<file path="src/rtl/adc_seq_pkg.sv">
package adc_seq_pkg;

    typedef enum logic [1:0] {
        SQ_IDLE = 2'd0,
        SQ_INIT = 2'd1,
        SQ_CONV = 2'd2
    } sq_state_e;

    localparam int PS_W   = 3;
    localparam int B_EN   = 7;
    localparam int B_GO   = 6;
    localparam int B_FR   = 5;
    localparam int B_FLAG = 4;
    localparam int B_IE   = 3;

    localparam logic [1:0] A_CTRL = 2'd0;
    localparam logic [1:0] A_LO   = 2'd1;
    localparam logic [1:0] A_HI   = 2'd2;

    typedef struct packed {
        logic            en;
        logic            fr;
        logic            ie;
        logic            flag;
        logic [PS_W-1:0] ps;
        logic            need_init;
        sq_state_e       st;
        logic            start_p;
        logic            init_p;
    } sq_regs_t;

endpackage

</file>
<file path="src/rtl/adc_seq_ctl.sv">
module adc_seq_ctl
    import adc_seq_pkg::*;
(
    input  logic            clk,
    input  logic            rst_n,
    input  logic            ctl_wr,
    input  logic [7:0]      wdata,
    input  logic            irq_ack,
    input  logic            conv_done,
    output logic            en,
    output logic            busy,
    output logic            fr,
    output logic            flag,
    output logic            ie,
    output logic [PS_W-1:0] ps,
    output logic            conv_start,
    output logic            conv_init,
    output logic            res_load
);

    sq_regs_t q, d;

    always_comb begin
        d         = q;
        d.start_p = 1'b0;
        d.init_p  = 1'b0;
        res_load  = 1'b0;

        // register field updates from a control write
        if (ctl_wr) begin
            d.en = wdata[B_EN];
            d.fr = wdata[B_FR];
            d.ie = wdata[B_IE];
            d.ps = wdata[PS_W-1:0];
            if (wdata[B_FLAG]) d.flag = 1'b0;
            if (wdata[B_EN] && !q.en) d.need_init = 1'b1;
        end
        if (irq_ack) d.flag = 1'b0;

        if (!d.en) begin
            // shut down: abandon whatever is running
            d.st = SQ_IDLE;
        end else begin
            if (conv_done && q.st == SQ_INIT) begin
                d.st      = SQ_CONV;
                d.start_p = 1'b1;
            end else if (conv_done && q.st == SQ_CONV) begin
                d.flag   = 1'b1;
                res_load = 1'b1;
                if (d.fr) d.start_p = 1'b1;
                else      d.st      = SQ_IDLE;
            end else if (ctl_wr && wdata[B_GO] && q.st == SQ_IDLE) begin
                d.start_p = 1'b1;
                if (d.need_init) begin
                    d.init_p    = 1'b1;
                    d.need_init = 1'b0;
                    d.st        = SQ_INIT;
                end else begin
                    d.st = SQ_CONV;
                end
            end
        end
    end

    always_ff @(posedge clk or negedge rst_n) begin
        if (!rst_n) begin
            q <= '{en: 1'b0, fr: 1'b0, ie: 1'b0, flag: 1'b0, ps: '0,
                   need_init: 1'b0, st: SQ_IDLE, start_p: 1'b0, init_p: 1'b0};
        end else begin
            q <= d;
        end
    end

    assign en         = q.en;
    assign busy       = (q.st != SQ_IDLE);
    assign fr         = q.fr;
    assign flag       = q.flag;
    assign ie         = q.ie;
    assign ps         = q.ps;
    assign conv_start = q.start_p;
    assign conv_init  = q.init_p;

endmodule

</file>
<file path="src/rtl/adc_res_hold.sv">
module adc_res_hold #(
    parameter int RES_W = 10
) (
    input  logic             clk,
    input  logic             rst_n,
    input  logic             load,
    input  logic [RES_W-1:0] din,
    output logic [RES_W-1:0] dout
);

    logic [RES_W-1:0] res_d, res_q;

    always_comb begin
        res_d = res_q;
        if (load) res_d = din;
    end

    always_ff @(posedge clk or negedge rst_n) begin
        if (!rst_n) res_q <= '0;
        else        res_q <= res_d;
    end

    assign dout = res_q;

endmodule

</file>
<file path="src/rtl/adc_ctrl_seq.sv">
module adc_ctrl_seq
    import adc_seq_pkg::*;
#(
    parameter int ADDR_W = 2,
    parameter int DATA_W = 8,
    parameter int RES_W  = 10
) (
    input  logic              clk,
    input  logic              rst_n,
    input  logic [ADDR_W-1:0] bus_addr,
    input  logic              bus_wr,
    input  logic [DATA_W-1:0] bus_wdata,
    output logic [DATA_W-1:0] bus_rdata,
    input  logic              gie,
    input  logic              irq_ack,
    output logic              irq,
    output logic              conv_en,
    output logic              conv_start,
    output logic              conv_init,
    input  logic              conv_done,
    input  logic [RES_W-1:0]  conv_result,
    output logic [PS_W-1:0]   ps_sel
);

    localparam int HI_W = RES_W - DATA_W;

    logic ctl_wr;
    logic en_b, busy_b, fr_b, flag_b, ie_b;
    logic [PS_W-1:0] ps_b;
    logic res_load;
    logic [RES_W-1:0] res_val;

    assign ctl_wr = bus_wr && (bus_addr == ADDR_W'(A_CTRL));

    adc_seq_ctl u_ctl (
        .clk        (clk),
        .rst_n      (rst_n),
        .ctl_wr     (ctl_wr),
        .wdata      (bus_wdata),
        .irq_ack    (irq_ack),
        .conv_done  (conv_done),
        .en         (en_b),
        .busy       (busy_b),
        .fr         (fr_b),
        .flag       (flag_b),
        .ie         (ie_b),
        .ps         (ps_b),
        .conv_start (conv_start),
        .conv_init  (conv_init),
        .res_load   (res_load)
    );

    adc_res_hold #(.RES_W(RES_W)) u_res (
        .clk   (clk),
        .rst_n (rst_n),
        .load  (res_load),
        .din   (conv_result),
        .dout  (res_val)
    );

    always_comb begin
        bus_rdata = '0;
        unique case (bus_addr)
            ADDR_W'(A_CTRL): bus_rdata = {en_b, busy_b, fr_b, flag_b, ie_b, ps_b};
            ADDR_W'(A_LO):   bus_rdata = res_val[DATA_W-1:0];
            ADDR_W'(A_HI):   bus_rdata = {{(DATA_W-HI_W){1'b0}}, res_val[RES_W-1:DATA_W]};
            default:         bus_rdata = '0;
        endcase
    end

    assign irq     = flag_b && ie_b && gie;
    assign conv_en = en_b;
    assign ps_sel  = ps_b;

endmodule

</file>
<file path="config.mk">
export PLATFORM = sky130hd
export DESIGN_NAME = adc_ctrl_seq
export DESIGN_NICKNAME = d
export VERILOG_FILES = /design/src/rtl/adc_seq_pkg.sv /design/src/rtl/adc_seq_ctl.sv /design/src/rtl/adc_res_hold.sv /design/src/rtl/adc_ctrl_seq.sv
export SDC_FILE = /design/constraint.sdc
export NUM_CORES = 1
export LEC_CHECK = 0
export BUFFER_PORTS_ARGS = -buffer_cell sky130_fd_sc_hd__buf_2
export CAP_MARGIN = 10
export CORE_MARGIN = 2
export CORE_UTILIZATION = 51
export CTS_CLUSTER_SIZE = 40
export DETAILED_ROUTE_END_ITERATION = 8
export PLACE_DENSITY = 0.82
export SYNTH_ARGS = -nofsm -noshare
export SYNTH_HDL_FRONTEND = slang
export SYNTH_SLANG_ARGS = --single-unit
</file>
<file path="constraint.sdc">
create_clock -name clk -period 3.35 [get_ports clk]
set_input_delay 0.1675 -clock clk [delete_from_list [all_inputs] [get_ports clk]]
set_output_delay 0.1675 -clock clk [all_outputs]
set_load 0.05 [all_outputs]
</file>
==> out/metrics.cfg, run 1 <==
[yosys]
muxShareOfSynthArea_pct = 23.7
yosysWarnings = 0
post-synth-top-count-cell = dfrtp_1
async_flop_share_pct = 100
synth.cells.most_frequent = dfrtp_1 (22), mux2_2 (15), nor2_1 (11), mux2i_1 (9), nand2_1 (8)
postSynthAreaPerCell_sq_um = 11.5
yosys_register_bits = 22
synth_compound_area_share_pct = 6.77
synth_area_leader_cell = dfrtp_1
synth_top_family_by_area = multiplexers
synthCells = 95
synthFlopType = dfrtp_1
synth_area_sq_um = 1090
synthSimpleGateAreaFrac_pct = 13.1
ys_top_cells_by_area = dfrtp_1 (50%), mux2_2 (15%), mux2i_1 (8.3%)
synth_xor_xnor_area_share_pct = 0
synth-edff-count = 0
synth.top_cell.area_share_pct = 50.5
synthAdderAreaFrac_pct = 0
yosysSeqAreaShare_pct = 50.5
syn-num-nets = 121
synth_cell_types = 24

[clocking]
clk_pin_slew_ns = 0.11
cts_sinks = 22
cts_setup_buffers = 0
cts_tree = done
clk_latency_ns = 0.29
clk_path_buf_depth = 2
postCtsHoldBufs = 1
cts_resized = 0
cts_buffers = 3
htree_levels = 1
cts_root_buf = clkbuf_4

[final_layout]
drive_gt1_share_pct = 46.2
nFillCells = 156
nets = 160
final_cells = 159
antenna_cells = 0
synthToLayoutAreaGrowth_pct = 19.5
utilization_pct = 65.8

[route]
firstDrtPassIters = 4
totalWireLength_mm = 2.11
drt-initial-drc-count = 9
antenna_left = 0
drc_errors = 0
wire_per_inst_microns = 13.3
via_count = 816
vias_per_cell = 5.13

[timing]
period_minus_slack_ns = 2.10
slew_headroom_pct = 43.9
clock_skew_ns = 0.00111
fin_crit_sh_pct = 62.8
tns_ns = 0
setup_viol = 0
grt_setup_unrepaired = no
fmax_ghz = 0.475
tightest_slew_ns = 0.837
slew_viol_final = 0
final_hold_viol_count = 0
timing.final.ws_setup_ns = 1.25

[power_and_ir_drop]
powerDensity_nw_per_um2 = 550
p_leak_nw = 0.680
peakVddDrop_v = 0.000339

[hold_path]
hold_depth = 2
holdPathEnd = u_res.dout[3]
min_path_type = input port to flip-flop
worstHoldStart = conv_result[3]

[floorplan]
dieHeight_microns = 50.3
rows = 16
die_area_sq_um = 2530
pin_count = 41
core_sq_um = 1980
start_util_pct = 55.1
dieWidth_microns = 50.3

[global_routing]
grt_pass1_wl_mm = 3.64
grtUsageTotal_pct = 18.8
overflow = 0
grt_antenna_before_repair = 0
grt_pass1_vias = 831
grt_start_max_net_pins = 23

[run_status]
status = completed

[placed_design]
dpl_worst_slack_ns = 0.936
hpwl_mm = 1.57
gp_congestion = 0.753
port_buffers = 40
dp.cells = 155

[worst_setup_path]
reg2reg_depth = 3
start_kind = input port
timing.rr.start = u_ctl.en
crit_path_end_kind = flip-flop
path_class = input port to flip-flop
worstPathArrival_ns = 2.29
cp_data_required_time_ns = 3.54
cp_max_fo = 12
rr_endpoint = u_res.dout[9]
regToRegSetupSlack_ns = 1.48

[run]
max_cap_viol_count = 0

==> per-layer routing <==
metal | track usage, % | vias up | part of all wire [%] | routed length (microns)
met1 | 25.1 | 380 | 44 | 929
met5 | 0 | - | 0 | 0
met3 | 3.27 | 2 | 5.8 | 122
li1 | - | 407 | - | -
met2 | 30.7 | 27 | 49 | 1040
met4 | 6.94 | 0 | 0.66 | 14
==> cell usage in the layout (no fill, tap or decap) <==
cell type | synthesis | layout
a211o_1 | 1 | 1
a21oi_1 | 1 | 1
a31o_2 | 1 | 1
a31oi_1 | 3 | 3
a32oi_1 | 1 | 1
a41oi_1 | 1 | 1
and3_1 | 1 | 1
buf_2 | 1 | 40
clkbuf_4 | 0 | 3
dfrtp_1 | 22 | 22
dlygate4sd3_1 | 0 | 1
inv_1 | 3 | 3
mux2_2 | 15 | 15
mux2i_1 | 9 | 9
nand2_1 | 8 | 8
nand2b_1 | 2 | 2
nand3_1 | 2 | 2
nand3b_1 | 1 | 1
nor2_1 | 11 | 11
nor2b_1 | 1 | 1
nor3_2 | 1 | 1
nor3b_4 | 1 | 1
o21ai_0 | 3 | 3
==> per-stage QoR <==
step	cell area (sq um)	total power, mW	hold slack [ns]
6_report	1300	0.717	0.100
5_1_grt	1300	0.761	0.0788
4_1_cts	1300	0.724	0.0894
3_5_place_dp	1270	0.610	0.155
3_3_place_gp	1270	0.600	0.150
2_1_floorplan	1090	0.553	-0.128
==> sequential cells by signal, summed over array words and instances (netlist names) <==
| register | cells |
|---|---|
| u_ctl.conv_init | 1 |
| u_ctl.conv_start | 1 |
| u_ctl.en | 1 |
| u_ctl.flag | 1 |
| u_ctl.fr | 1 |
| u_ctl.ie | 1 |
| u_ctl.ps | 3 |
| u_ctl.q | 3 |
| u_res.dout | 10 |
==> cell type report <==
type	count	area [sq um]	area share [%]
clock buffers	3	22.5	1.73
inverters	3	11.3	0.864
multi-input cells	63	475	36.5
flip-flops and latches	22	551	42.2
well taps	27	33.8	2.59
repair buffers	41	210	16.1
==> power breakdown <==
group	switching, mW	internal (mW)	total (mW)
Clock	0.0715	0.0418	0.113
Combinational	0.155	0.0911	0.246
Sequential	0.0354	0.322	0.358
==> kinds of logic (layout without fill, tap and decap cells) <==
logic type / Yosys count / in the layout
AO/OA/AOI/OAI: 11 / 11
flip-flops: 22 / 22
buffers and inverters: 10 / 47
multiplexers: 24 / 24
AND/OR/NAND/NOR: 28 / 28
==> worst max path at each step <==
stage                      startpoint       endpoint  slack [ns]  cells after the start
after floorplan           bus_addr[0]   bus_rdata[0]        1.41                      3
after global placement    bus_addr[0]  u_res.dout[8]        0.96                      5
after CTS                 bus_addr[0]  u_res.dout[9]        1.26                      5
after detailed placement  bus_addr[0]  u_res.dout[9]        0.94                      5
after global routing      bus_addr[0]  u_res.dout[9]        1.15                      5
final                     bus_addr[0]  u_res.dout[9]        1.25                      5
==> critical path: stages <==
cell	delay, ns
buf_2	0.20
nor3b_4	0.51
mux2i_1	0.26
nor3_2	0.73
mux2_2	0.41
Power figures use the tool's default switching activity.
==> run 2: changes to the inputs <==
- CORE_UTILIZATION: 51 -> 47
- PLACE_DENSITY: 0.82 -> 0.77
- clock period: 3.35 -> 2 ns (I/O delays scaled with it)
==> run 2 against run 1 <==
Power up 76%. Clock-buffer cell count is 1 higher. Register-to-register slack lost 0.94 ns. Clock power is 110% higher. Setup slack got worse by 0.86 ns. Final cell count rose by 3.1%. Global-route usage fell by 0.21 points. Sequential share of layout area shrank 1.3 points. Via count increased by 3.9%. Critical endpoint is now bus_rdata[6]. Largest cell class unchanged.
==> out/metrics.cfg, run 2 (same netlist as run 1, synthesis figures left out) <==
[route]
firstDrtPassIters = 4  ; unchanged
drc_errors = 0  ; unchanged
via_count = 848  ; was 816
drt-initial-drc-count = 22  ; was 9
wire_per_inst_microns = 13.7  ; was 13.3 microns
antenna_left = 0  ; unchanged
vias_per_cell = 5.17  ; was 5.13
totalWireLength_mm = 2.24  ; was 2.11 mm

[clocking]
clk_latency_ns = 0.30  ; was 0.29 ns
cts_root_buf = clkbuf_4  ; unchanged
cts_tree = done  ; unchanged
clk_path_buf_depth = 2  ; unchanged
cts_buffers = 3  ; unchanged
htree_levels = 1  ; unchanged
clk_pin_slew_ns = 0.12  ; was 0.11 ns
cts_setup_buffers = 0  ; unchanged
cts_sinks = 22  ; unchanged

[placed_design]
gp_congestion = 0.789  ; was 0.753
dp.cells = 158  ; was 155
place_area_sq_um = 1290  ; was 1270 sq um
port_buffers = 40  ; unchanged
hpwl_mm = 1.64  ; was 1.57 mm

[timing]
tightest_slew_ns = 0.492  ; was 0.837 ns
slew_viol_final = 0  ; unchanged
clock_skew_ns = 0.00782  ; was 0.00111 ns
tns_ns = 0  ; unchanged
grt_setup_unrepaired = no  ; unchanged
setup_viol = 0  ; unchanged
final_hold_viol_count = 0  ; unchanged
fmax_ghz = 0.619
period_minus_slack_ns = 1.62
slew_headroom_pct = 67.2  ; was 43.9%
fin_crit_sh_pct = 80.8

[run]
max_cap_viol_count = 0  ; unchanged

[floorplan]
start_util_pct = 49.3  ; was 55.1%
dieHeight_microns = 52.2  ; was 50.3 microns
core_sq_um = 2210  ; was 1980 sq um
die_area_sq_um = 2720  ; was 2530 sq um
rows = 17  ; was 16
dieWidth_microns = 52.2  ; was 50.3 microns
pin_count = 41  ; unchanged

[final_layout]
regArea_sq_um = 551  ; unchanged
nFillCells = 206  ; was 156
synthToLayoutAreaGrowth_pct = 23.2  ; was 19.5%
drive_gt1_share_pct = 47.1  ; was 46.2%
final_cells = 164  ; was 159
largest_reg_flops = 10  ; unchanged
nets = 163  ; was 160
antenna_cells = 0  ; unchanged
utilization_pct = 60.7  ; was 65.8%
final_cell_mix = buf_2 (40), dfrtp_1 (22), mux2_2 (15)  ; unchanged
final_area_sq_um = 1340  ; was 1300 sq um
multi_input_area_sq_um = 475  ; unchanged
final_common_cell = buf_2  ; unchanged

[global_routing]
grtUsageTotal_pct = 18.6  ; was 18.8%
grt_start_max_net_pins = 23  ; unchanged
overflow = 0  ; unchanged
grt_antenna_before_repair = 0  ; unchanged
grt_pass1_wl_mm = 3.65  ; was 3.64 mm
grt_pass1_vias = 829  ; was 831

[power_and_ir_drop]
peakVddDrop_v = 0.000494  ; was 0.000339 V
powerDensity_nw_per_um2 = 938  ; was 550 nW/um^2
p_leak_nw = 0.702  ; was 0.680 nW

[worst_setup_path]
cp_num_buf_inv = 1  ; unchanged
path_class = flip-flop to output port  ; was input port to flip-flop
timing.rr.start = u_ctl.en  ; unchanged
crit_path_max_incr_delay_ns = 0.47  ; was 0.73 ns
crit_family = flip-flops  ; was simple AND/OR/NAND/NOR gates
crit_path_end_kind = output port  ; was flip-flop
cp_data_required_time_ns = 1.90  ; was 3.54 ns
worstPathArrival_ns = 1.52  ; was 2.29 ns
regToRegSetupSlack_ns = 0.54  ; was 1.48 ns
reg2reg_depth = 4  ; was 3
cp_max_fo = 7  ; was 12
rr_endpoint = u_res.dout[1]  ; was u_res.dout[9]
path_cells = nor2_1, nor2_1, a21oi_1, nor2_1, buf_2  ; was buf_2, nor3b_4, mux2i_1, nor3_2, mux2_2
start_kind = flip-flop  ; was input port
cp_slowest_cell = dfrtp_1  ; was nor3_2
cpMostUsedCell = nor2_1

[hold_path]
min_path_type = input port to flip-flop  ; unchanged
hold_depth = 2  ; unchanged
holdPathEnd = u_ctl.ps[1]  ; was u_res.dout[3]
worstHoldStart = bus_wdata[1]  ; was conv_result[3]

[run_status]
status = completed  ; unchanged

## run 2: changes by cell type in the layout (fill, tap and decap cells not counted)
cell and change:
buf_4 +2, clkbuf_8 +1, dlygate4sd3_1 +1
## run 2: layout make-up
cell class | instances | share of cell area (%)
Multi-Input combinational cell | 63 | 35.4
Clock buffer | 4 | 2.70
Tap cell | 28 | 2.61
Sequential cell | 22 | 41.0
Timing Repair Buffer | 44 | 17.5
Inverter | 3 | 0.838
## run 2: what timing repair did
item | in CTS | in global routing
hold endpoints to repair | 22 | 1
gates resized for setup | 0 | 0
hold buffers | 1 | 1
## run 2: routing by layer
layer | GRT usage (%) | share of wire, % | up-vias
met4 | 7.69 | 0.94 | 0
met2 | 32.1 | 51 | 23
li1 | - | - | 412
met1 | 23.3 | 43 | 409
met3 | 2.86 | 4.6 | 4
met5 | 0 | 0 | -
## run 2: worst max-delay path by stage
stage,depth (start not counted),slack (ns),endpoint,start
final,5,0.38,bus_rdata[6],u_ctl.q[2]
after global routing,5,0.29,bus_rdata[6],u_ctl.q[2]
after floorplan,3,0.19,bus_rdata[0],bus_addr[0]
after detailed placement,6,0.39,u_res.dout[1],bus_addr[0]
after global placement,6,0.46,u_res.dout[9],bus_addr[0]
after CTS,5,0.38,bus_rdata[6],u_ctl.q[2]
## run 2: stage by stage
stage	hold slack (ns)	setup slack, ns	power [mW]
after floorplan	-0.196	0.191	0.926
after global placement	0.0858	0.455	1.01
after CTS	0.00851	0.382	1.27
after global routing	0.00167	0.289	1.33
after detailed placement	0.0860	0.394	1.02
final	0.0169	0.384	1.26
## run 2: report_power, final
part	switching (mW)	internal [mW]
sequential	0.0605	0.540
combinational	0.264	0.155
clock	0.131	0.111
## run 2: worst reg2reg max path: stages, from the launching register on
cell     delay, ns
dfrtp_1       0.45
mux2i_1       0.17
nor3_2        0.17
buf_4         0.21
mux2_2        0.36
